`config.mk`:
```
export PLATFORM = sky130hd
export DESIGN_NAME = a429_xmit
export DESIGN_NICKNAME = d
export VERILOG_FILES = /design/src/rtl/a429_pkg.sv /design/src/rtl/a429_load_asm.sv /design/src/rtl/a429_word_fifo.sv /design/src/rtl/a429_serial.sv /design/src/rtl/a429_xmit.sv
export SDC_FILE = /design/constraint.sdc
export NUM_CORES = 1
export LEC_CHECK = 0
export ABC_CLOCK_PERIOD_IN_PS = 6100
export CORE_UTILIZATION = 55
export CTS_BUF_LIST = sky130_fd_sc_hd__clkbuf_8
export CTS_CLUSTER_DIAMETER = 100
export CTS_CLUSTER_SIZE = 14
export DETAILED_ROUTE_END_ITERATION = 8
export DONT_BUFFER_PORTS = 1
export GPL_TIMING_DRIVEN = 0
export HOLD_SLACK_MARGIN = 0.03
export PLACE_DENSITY = 0.72
export SYNTH_ARGS = -nofsm -noshare
export SYNTH_HDL_FRONTEND = slang
export SYNTH_HIERARCHICAL = 1
export SYNTH_SLANG_ARGS = --single-unit
```
`constraint.sdc`:
```
create_clock -name clk -period 6.1 [get_ports clk]
set_clock_uncertainty 0.05 [all_clocks]
set_input_delay 1.22 -clock clk [delete_from_list [all_inputs] [get_ports clk]]
set_output_delay 1.22 -clock clk [all_outputs]
set_load 0.02 [all_outputs]
```
`src/rtl/a429_pkg.sv`:
```
package a429_pkg;

    localparam int HALF_W  = 16;
    localparam int WORD_W  = 31;
    localparam int FRAME_W = 32;

    typedef logic [HALF_W-1:0]  half_t;
    typedef logic [WORD_W-1:0]  word_t;
    typedef logic [FRAME_W-1:0] frame_t;

    typedef enum logic [1:0] {
        PH_IDLE,
        PH_MARK,
        PH_SPACE,
        PH_GAP
    } phase_e;

    // Place the two host halves at their ARINC bit positions (index = bit - 1).
    function automatic word_t merge_halves(half_t first, half_t second);
        word_t w;
        w = '0;
        for (int i = 0; i < 8; i++) begin
            w[7-i] = first[i];
        end
        for (int j = 0; j < 5; j++) begin
            w[8+j] = first[11+j];
        end
        for (int j = 0; j < 16; j++) begin
            w[13+j] = second[j];
        end
        w[29] = first[9];
        w[30] = first[10];
        return w;
    endfunction

    function automatic logic parity_fill(word_t w, logic even);
        return even ? (^w) : ~(^w);
    endfunction

endpackage

```
`src/rtl/a429_load_asm.sv`:
```
module a429_load_asm
    import a429_pkg::*;
(
    input  logic  clk,
    input  logic  rst,
    input  half_t host_data,
    input  logic  load_first,
    input  logic  load_second,
    output logic  commit,
    output word_t word
);
    half_t first_q;
    logic  pending;

    always_ff @(posedge clk) begin
        if (rst) begin
            first_q <= '0;
            pending <= 1'b0;
        end else if (load_first) begin
            first_q <= host_data;
            pending <= 1'b1;
        end else if (load_second) begin
            pending <= 1'b0;
        end
    end

    assign commit = load_second & pending;
    assign word   = merge_halves(first_q, host_data);
endmodule

```
`src/rtl/a429_word_fifo.sv`:
```
module a429_word_fifo #(
    parameter int WIDTH = 31,
    parameter int DEPTH = 8,
    localparam int PW = (DEPTH > 1) ? $clog2(DEPTH) : 1,
    localparam int CW = $clog2(DEPTH + 1)
) (
    input  logic             clk,
    input  logic             rst,
    input  logic             push,
    input  logic [WIDTH-1:0] push_data,
    input  logic             pop,
    output logic [WIDTH-1:0] head,
    output logic             empty,
    output logic             full,
    output logic [CW-1:0]    fill
);
    logic [WIDTH-1:0] mem [DEPTH];
    logic [PW-1:0]    wr_ptr, rd_ptr;
    logic             do_wr, do_rd;

    function automatic logic [PW-1:0] bump(logic [PW-1:0] p);
        return (p == PW'(DEPTH - 1)) ? '0 : p + 1'b1;
    endfunction

    assign empty = (fill == '0);
    assign full  = (fill == CW'(DEPTH));
    assign do_wr = push & ~full;
    assign do_rd = pop & ~empty;
    assign head  = mem[rd_ptr];

    always_ff @(posedge clk) begin
        if (do_wr) begin
            mem[wr_ptr] <= push_data;
        end
    end

    always_ff @(posedge clk) begin
        if (rst) begin
            wr_ptr <= '0;
            rd_ptr <= '0;
            fill   <= '0;
        end else begin
            if (do_wr) wr_ptr <= bump(wr_ptr);
            if (do_rd) rd_ptr <= bump(rd_ptr);
            case ({do_wr, do_rd})
                2'b10:   fill <= fill + 1'b1;
                2'b01:   fill <= fill - 1'b1;
                default: fill <= fill;
            endcase
        end
    end
endmodule

```
`src/rtl/a429_serial.sv`:
```
module a429_serial
    import a429_pkg::*;
#(
    parameter int FAST_HALF = 5,
    parameter int SLOW_HALF = 40,
    parameter int FAST_GAP  = 40,
    parameter int SLOW_GAP  = 320,
    localparam int MAX_HALF = (FAST_HALF > SLOW_HALF) ? FAST_HALF : SLOW_HALF,
    localparam int MAX_GAP  = (FAST_GAP > SLOW_GAP) ? FAST_GAP : SLOW_GAP,
    localparam int MAX_CNT  = (MAX_HALF > MAX_GAP) ? MAX_HALF : MAX_GAP,
    localparam int CW       = $clog2(MAX_CNT + 1)
) (
    input  logic  clk,
    input  logic  rst,
    input  logic  start,
    input  word_t word,
    input  logic  even_par,
    input  logic  slow,
    output logic  line_a,
    output logic  line_b,
    output logic  busy,
    output logic  idle,
    output logic  gap_end
);
    phase_e        phase;
    frame_t        shreg;
    logic [4:0]    bit_idx;
    logic [CW-1:0] cnt, half_lim, gap_lim;
    logic          slow_q;

    assign half_lim = slow_q ? CW'(SLOW_HALF - 1) : CW'(FAST_HALF - 1);
    assign gap_lim  = slow_q ? CW'(SLOW_GAP - 1)  : CW'(FAST_GAP - 1);

    always_ff @(posedge clk) begin
        if (rst) begin
            phase   <= PH_IDLE;
            shreg   <= '0;
            bit_idx <= '0;
            cnt     <= '0;
            slow_q  <= 1'b0;
        end else if (start) begin
            shreg   <= {parity_fill(word, even_par), word};
            slow_q  <= slow;
            bit_idx <= '0;
            cnt     <= '0;
            phase   <= PH_MARK;
        end else begin
            unique case (phase)
                PH_MARK: begin
                    if (cnt == half_lim) begin
                        cnt   <= '0;
                        phase <= PH_SPACE;
                    end else begin
                        cnt <= cnt + 1'b1;
                    end
                end
                PH_SPACE: begin
                    if (cnt == half_lim) begin
                        cnt <= '0;
                        if (bit_idx == 5'd31) begin
                            phase <= PH_GAP;
                        end else begin
                            bit_idx <= bit_idx + 1'b1;
                            shreg   <= shreg >> 1;
                            phase   <= PH_MARK;
                        end
                    end else begin
                        cnt <= cnt + 1'b1;
                    end
                end
                PH_GAP: begin
                    if (cnt == gap_lim) begin
                        cnt   <= '0;
                        phase <= PH_IDLE;
                    end else begin
                        cnt <= cnt + 1'b1;
                    end
                end
                default: cnt <= '0;
            endcase
        end
    end

    assign line_a  = (phase == PH_MARK) &  shreg[0];
    assign line_b  = (phase == PH_MARK) & ~shreg[0];
    assign busy    = (phase == PH_MARK) | (phase == PH_SPACE);
    assign idle    = (phase == PH_IDLE);
    assign gap_end = (phase == PH_GAP) & (cnt == gap_lim);
endmodule

```
`src/rtl/a429_xmit.sv`:
```
module a429_xmit
    import a429_pkg::*;
#(
    parameter int DEPTH     = 8,
    parameter int FAST_HALF = 5,
    parameter int SLOW_HALF = 40,
    parameter int FAST_GAP  = 40,
    parameter int SLOW_GAP  = 320,
    localparam int FILL_W   = $clog2(DEPTH + 1)
) (
    input  logic        clk,
    input  logic        rst,
    input  logic [15:0] host_data,
    input  logic        load_first,
    input  logic        load_second,
    input  logic        tx_enable,
    input  logic        rate_slow,
    input  logic        parity_even,
    output logic        line_a,
    output logic        line_b,
    output logic        tx_ready
);
    logic              commit;
    word_t             new_word, head_word;
    logic              fifo_empty, fifo_full;
    logic [FILL_W-1:0] fill;
    logic              pop, ser_busy, ser_idle, ser_gap_end;

    a429_load_asm u_asm (
        .clk         (clk),
        .rst         (rst),
        .host_data   (host_data),
        .load_first  (load_first),
        .load_second (load_second),
        .commit      (commit),
        .word        (new_word)
    );

    a429_word_fifo #(.WIDTH(WORD_W), .DEPTH(DEPTH)) u_fifo (
        .clk       (clk),
        .rst       (rst),
        .push      (commit),
        .push_data (new_word),
        .pop       (pop),
        .head      (head_word),
        .empty     (fifo_empty),
        .full      (fifo_full),
        .fill      (fill)
    );

    // A word may start from idle, or directly at the last gap cycle.
    assign pop = tx_enable & ~fifo_empty & (ser_idle | ser_gap_end);

    a429_serial #(
        .FAST_HALF (FAST_HALF),
        .SLOW_HALF (SLOW_HALF),
        .FAST_GAP  (FAST_GAP),
        .SLOW_GAP  (SLOW_GAP)
    ) u_ser (
        .clk      (clk),
        .rst      (rst),
        .start    (pop),
        .word     (head_word),
        .even_par (parity_even),
        .slow     (rate_slow),
        .line_a   (line_a),
        .line_b   (line_b),
        .busy     (ser_busy),
        .idle     (ser_idle),
        .gap_end  (ser_gap_end)
    );

    assign tx_ready = fifo_empty & ~ser_busy;
endmodule

```
=== Word-level counts from Yosys, hierarchy flattened ===
Memories as Yosys holds them, arrays and structs flattened. A register that Yosys moved wholly into a read port is not among the register bits.
Cells that the tools add are included.

* Memories kept: 1
* Logic and storage cells: 93
* Output and inout bits: 3
* Input port bits: 23
* Memory bits (writable): 248
* Bits in registers: 76

{| class="wikitable"
|+ Memory list
! memory !! depth !! width !! read ports !! clocked after Yosys merged registers in !! wr ports !! line !! source
|-
| u_fifo.mem || 8 || 31 || 1 || 1 || 1 || a429_word_fifo.sv:17 || <nowiki>logic [WIDTH-1:0] mem [DEPTH];</nowiki>
|}

* Bitwise logic cells: 17
* Reductions and logical operators: 15
* Eq/ne operators: 18
* $add $sub $neg: 6
* Multiplexer cells: 25

{| class="wikitable"
|+ Operators with widths
! cell !! number
|-
| two-way mux 32 bit || 4
|-
| XOR reduction 31 bit || 1
|-
| two-way mux 9 bit || 3
|-
| == test 9 bit || 2
|-
| case mux 9 bit (2 select lines) || 1
|-
| two-way mux 3 bit || 4
|-
| adder 9 x 1 -> 9 bit (second input constant) || 1
|-
| AND 1 bit || 9
|-
| inequality test 3 x 2 -> 1 bit (second input constant) || 3
|-
| two-way mux 2 bit || 4
|-
| case mux 4 bit (2 select lines) || 1
|-
| AND reduction 4 bit || 2
|-
| nonzero test 2 bit || 4
|-
| adder 3 x 1 -> 3 bit (second input constant) || 2
|-
| == test 2 bit (second input constant) || 3
|-
| == test 3 bit (second input constant) || 2
|-
| two-way mux 1 bit || 6
|-
| two-way mux 6 bit || 1
|-
| inequality test 2 x 1 -> 1 bit (second input constant) || 3
|-
| NOT 1 bit || 6
|-
| case mux 2 bit (3 select lines) || 1
|-
| AND reduction 3 bit || 2
|-
| adder 5 x 1 -> 5 bit (second input constant) || 1
|-
| == test 5 bit (second input constant) || 1
|-
| 11 further kinds || 14
|}

=== Logic depth before layout (Yosys ltp) ===
* Depth after elaboration: 8
* Gate-level depth with buffers: 15
* Depth with buffers taken out: 15

=== Cells and area by module ===
Netlist, hierarchy kept.

{| class="wikitable"
|+ By module, submodules not included
! module !! area each (um2) !! sequential area each (um2) !! cells each !! instances
|-
| a429_word_fifo || 10000.8 || 7707.4 || 436 || 1
|-
| a429_serial || 2682.6 || 980.9 || 270 || 1
|-
| a429_load_asm || 710.7 || 320.3 || 70 || 1
|-
| a429_xmit || 22.5 || 0.0 || 3 || 1
|}

=== Worst setup path after synthesis ===
No wires, ideal clock.

* Path type: input to register
* Start point: input port load_second
* End point: memory u_fifo.mem[0][0], enable pin
* Buffers on the path: 1
* Slack: 0.906 ns
* Cell stages on the path: 4
* Arrival: 4.647 ns
* Cell sequence: and2_1 -> a21bo_1 -> buf_6 -> nor4_1

* Cells in the longest elaborated chain, start to end: 4

{| class="wikitable"
|+ RTL lines
! item !! line !! source
|-
| start, declared || a429_xmit.sv:15 || <nowiki>input logic load_second,</nowiki>
|-
| AND 1 bit || a429_load_asm.sv:27 || <nowiki>assign commit = load_second & pending;</nowiki>
|-
| AND 1 bit || a429_word_fifo.sv:27 || <nowiki>assign do_wr = push & ~full;</nowiki>
|-
| two-way mux 1 bit || a429_word_fifo.sv:32 || <nowiki>if (do_wr) begin</nowiki>
|-
| two-way mux 1 bit (not written as such) || a429_word_fifo.sv:33 || <nowiki>mem[wr_ptr] <= push_data;</nowiki>
|-
| end, declared || a429_word_fifo.sv:17 ||
|}

Every way passes these cells.

=== Worst setup path after layout ===
* Start point: register u_ser.slow_q
* End point: register u_fifo.fill[2]

* Cells in the longest elaborated chain, start to end: 8

{| class="wikitable"
|+ RTL lines
! item !! line !! source
|-
| start, declared || a429_serial.sv:29 || <nowiki>logic slow_q;</nowiki>
|-
| start signal, assigned || a429_serial.sv:43 || <nowiki>slow_q <= slow;</nowiki>
|-
| two-way mux 9 bit * || a429_serial.sv:32 || <nowiki>assign gap_lim = slow_q ? CW'(SLOW_GAP - 1) : CW'(FAST_GAP - 1);</nowiki>
|-
| == test 9 bit * || a429_serial.sv:88 || <nowiki>assign gap_end = (phase == PH_GAP) & (cnt == gap_lim);</nowiki>
|-
| AND 1 bit * || a429_serial.sv:88 ||
|-
| named net ser_gap_end || a429_xmit.sv:27 || <nowiki>logic pop, ser_busy, ser_idle, ser_gap_end;</nowiki>
|-
| bitwise OR 1 bit * || a429_xmit.sv:52 || <nowiki>assign pop = tx_enable & ~fifo_empty & (ser_idle | ser_gap_end);</nowiki>
|-
| AND 1 bit * || a429_xmit.sv:52 ||
|-
| named net pop || a429_xmit.sv:27 ||
|-
| AND 1 bit * || a429_word_fifo.sv:28 || <nowiki>assign do_rd = pop & ~empty;</nowiki>
|-
| == test 2 x 1 -> 1 bit / == test 2 bit (equally long branches) || a429_word_fifo.sv:45 || <nowiki>case ({do_wr, do_rd})</nowiki>
|-
| case mux 4 bit (2 select lines) / nonzero test 2 bit (equally long branches) || n/a ||
|-
| end signal, assigned || a429_word_fifo.sv:46 || <nowiki>2'b10: fill <= fill + 1'b1;</nowiki>
|-
| end signal, assigned || a429_word_fifo.sv:47 || <nowiki>2'b01: fill <= fill - 1'b1;</nowiki>
|-
| end signal, assigned || a429_word_fifo.sv:48 || <nowiki>default: fill <= fill;</nowiki>
|-
| end, declared || a429_word_fifo.sv:15 || <nowiki>output logic [CW-1:0] fill</nowiki>
|}

Mark *: on every way through the listed nets, which the timed path passes. The rest lies on a longest branch.
A chain may end at the register's enable or synchronous reset.

==> impl_metrics.env <==
export IMPL_fillers=1730
export IMPL_drive_above_1_share_pct=23.9
export IMPL_htreeDepth=1
export IMPL_fp_dieW_um=158
export IMPL_hp_start="u_asm/pending"
export IMPL_cp_required_ns=6.55
export IMPL_antenna_found_initial=0
export IMPL_clockRootBuffer="clkbuf_8"
export IMPL_worst_slew_pin_slew_ns=0.988
export IMPL_start_kind="flip-flop"
export IMPL_grt_max_degree=24
export IMPL_finalCritPeriodShare_pct=55.6
export IMPL_pwr_share_seq_pct=64.6
export IMPL_cp_slowest_cell="or4_1"
export IMPL_cp_max_fo=6
export IMPL_critPathArrivalTime_ns=3.84
export IMPL_r2r_start="u_ser/slow_q"
export IMPL_hold_buffers=0
export IMPL_max_stage_delay_ns=0.52
export IMPL_dp_hpwl_mm=18.3
export IMPL_cp_depth=14
export IMPL_p_int_mw=2.94
export IMPL_vias=6678
export IMPL_port_buffers=0
export IMPL_drt_iter0_drc=478
export IMPL_synthesis_nets=817
export IMPL_dr_pass1_iters=5
export IMPL_power_frac_clock_pct=29.1
export IMPL_tns_ns=0
export IMPL_cts_setup_buffers=0
export IMPL_synth_distinct_cells=51
export IMPL_ios=26
export IMPL_critical_path_class="flip-flop to flip-flop"
export IMPL_seq_area_frac_synth_pct=67.1
export IMPL_worst_path_buf_inv=1
export IMPL_core_area_um2=23700
export IMPL_start_util_pct=56.7
export IMPL_grt_pass1_wl_mm=40.4
export IMPL_num_rows=56
export IMPL_area_sequential_um2=9010
export IMPL_synth_seq_cells=326
export IMPL_routedWlPerCell_um=22.9
export IMPL_cts_tree="yes"
export IMPL_ys_warn_count=6
export IMPL_clk_pin_slew_ns=0.10
export IMPL_grt_use_total_pct=22.4
export IMPL_fin_hold_ws_ns=0.420
export IMPL_cts_buffers=27
export IMPL_power_density_nw_per_um2=259
export IMPL_n_antenna_cell=0
export IMPL_critPathTopFamily="simple AND/OR/NAND/NOR gates"
export IMPL_ys_flop_type="edfxtp_1"
export IMPL_switching_share_pct=22.1
export IMPL_final_common_cell="edfxtp_1"
export IMPL_post_route_drc_count=0
export IMPL_cts_sinks=326
export IMPL_area_growth_pct=8.82
export IMPL_crit_chain="or4_1, a211oi_1, and2_1, nor2_1, nor3b_2, o41ai_2, inv_1, ha_1, xor2_1, ha_1, a21oi_1, xor2_1, or3_1, a21oi_1"
export IMPL_drtAntennaViolNets=0
export IMPL_comb_power_share_pct=6.2
export IMPL_fin_nets=869
export IMPL_netlist_instances=779
export IMPL_overflow=0
export IMPL_ctsResizeCount=0
export IMPL_finalMaxSlewViolations=0
export IMPL_leakage_nw=4.90
export IMPL_most_common_layout_cells="248 x edfxtp_1, 78 x dfxtp_1, 69 x nor2_1"
export IMPL_rsz0062_at_grt="no"
export IMPL_fin_crit_ns=3.39
export IMPL_synth_edf_count=248
export IMPL_crit_start="u_ser/slow_q"
export IMPL_synth_avg_cell_area_um2=17.2
export IMPL_clock_path_buffers=3
export IMPL_clock_latency_ns=0.58
export IMPL_hold_viol=0
export IMPL_finalWirelength_mm=26.7
export IMPL_cp_end_kind="flip-flop"
export IMPL_outcome="complete, no violations"
export IMPL_syn_area_um2=13400
export IMPL_multi_input_area_um2=4050
export IMPL_hp_class="flip-flop to flip-flop"
export IMPL_async_flop_share_pct=0
export IMPL_worstRegToRegCells=14
export IMPL_peakVddDrop_mv=0.208
export IMPL_fmax_ghz=0.295
export IMPL_worstHoldPathCells=2
export IMPL_dieArea_um2=25000
export IMPL_via_per_inst=5.71
export IMPL_p_switching_mw=0.833
export IMPL_chipHeight_um=158
export IMPL_grt_pass1_vias=6897
export IMPL_globalplace_congestion=0.751
export IMPL_setup_viol=0
export IMPL_cap_violations=0
export IMPL_relSlewSlack_pct=33.8
## power groups by stage
stage	logic (mW)	registers, mW	clock network [mW]
floorplan	0.185	2.48	0
global placement	0.222	2.49	0
detailed placement	0.235	2.49	0
CTS	0.237	2.44	1.13
global route	0.255	2.45	1.21
finish	0.236	2.44	1.10
## cells by family (layout without fill, tap and decap cells)
logic type                 count (synthesis)  after routing  share of synthesized area [%]
muxes                                    174            174                           19.4
DFF                                      326            326                           67.1
AOI/OAI and AO/OA                         28             28                           1.45
adders and majority gates                 15             15                           1.40
xor gates and xnor gates                  44             44                           2.87
buffers and inverters                     59            131                           3.05
and+or+nand+nor                          133            133                           4.73
## cells in the mapped netlist, drive strengths merged, types with 2 or more instances
master  count  share of area [%]
clkbuf     16               0.45
and2        4               0.19
and3        4               0.19
nor3b       3               0.21
a21oi      13               0.48
mux2       63                5.3
or3b        2               0.13
nor3        6               0.22
nand3       3               0.11
xnor2      33                2.2
dfxtp      78                 12
mux4       62                 10
mux2i      49                3.7
nor2b       3               0.14
nand2      14               0.39
or4         2               0.14
xor2       11               0.72
nor4        2              0.093
a211oi      2               0.21
nand3b      2               0.11
ha         15                1.4
or3         3               0.14
edfxtp    248                 56
buf        38                2.5
nand2b      7               0.33
inv         5               0.14
o21ai       4               0.15
nand4       3               0.14
nor2       72                2.0
## per-layer routing
metal | wire, um | GRT usage (%) | up-vias | share of wire, %
li1 | - | - | 3056 | -
met1 | 11500 | 30.3 | 3421 | 43
met2 | 13300 | 37.7 | 164 | 50
met3 | 1290 | 3.78 | 37 | 4.8
met4 | 627 | 6.14 | 0 | 2.3
met5 | 0 | 0 | - | 0
## path summary, 6_finish.rpt
kind	endpoint	slack, ns
setup / recovery	u_fifo/fill[2]	2.71
hold / removal	u_asm/pending	0.42
setup reg to reg	u_fifo/fill[2]	2.71
hold reg to reg	u_asm/pending	0.42
## state kept, by name, summed over array words and instances (netlist names), named ones only
name and cells:
u_asm/pending 1, u_ser/slow_q 1, u_fifo/mem 248, u_ser/phase 2, u_ser/bit_idx 5, u_fifo/rd_ptr 3
u_ser/cnt 9, u_asm/first_q 15, u_fifo/wr_ptr 3, u_fifo/fill 4, u_ser/shreg 32
## through the flow
| step | instances | setup WS (ns) | total power [mW] | util, % | cell area, um^2 |
|---|---|---|---|---|---|
| after floorplan | 779 | 0.906 | 2.67 | - | 13400 |
| after global placement | 1098 | -2.77 | 2.71 | 58.3 | 13800 |
| after detailed placement | 1121 | 2.76 | 2.73 | 59.7 | 14100 |
| after CTS | 1170 | 2.72 | 3.81 | 61.6 | 14600 |
| after global routing | 1170 | 2.39 | 3.91 | 61.6 | 14600 |
| final | 1170 | 2.71 | 3.77 | 61.6 | 14600 |
## area by class of cell
class                           instances  share of cell area [%]
Buffer                                 54                    2.67
Clock buffer                           27                    2.55
Clock inverter                         22                   0.668
Inverter                                5                   0.129
Multi-Input combinational cell        394                    27.7
Sequential cell                       326                    61.7
Tap cell                              319                    2.73
Timing Repair Buffer                   23                    1.83
## worst register-to-register path: stages, from the launching register on
cell	delay [ns]
dfxtp_1	0.37
or4_1	0.52
a211oi_1	0.35
and2_1	0.18
nor2_1	0.05
nor3b_2	0.22
o41ai_2	0.17
inv_1	0.14
ha_1	0.27
xor2_1	0.18
ha_1	0.17
a21oi_1	0.06
xor2_1	0.16
or3_1	0.31
a21oi_1	0.14
Power figures use the tool's default switching activity.
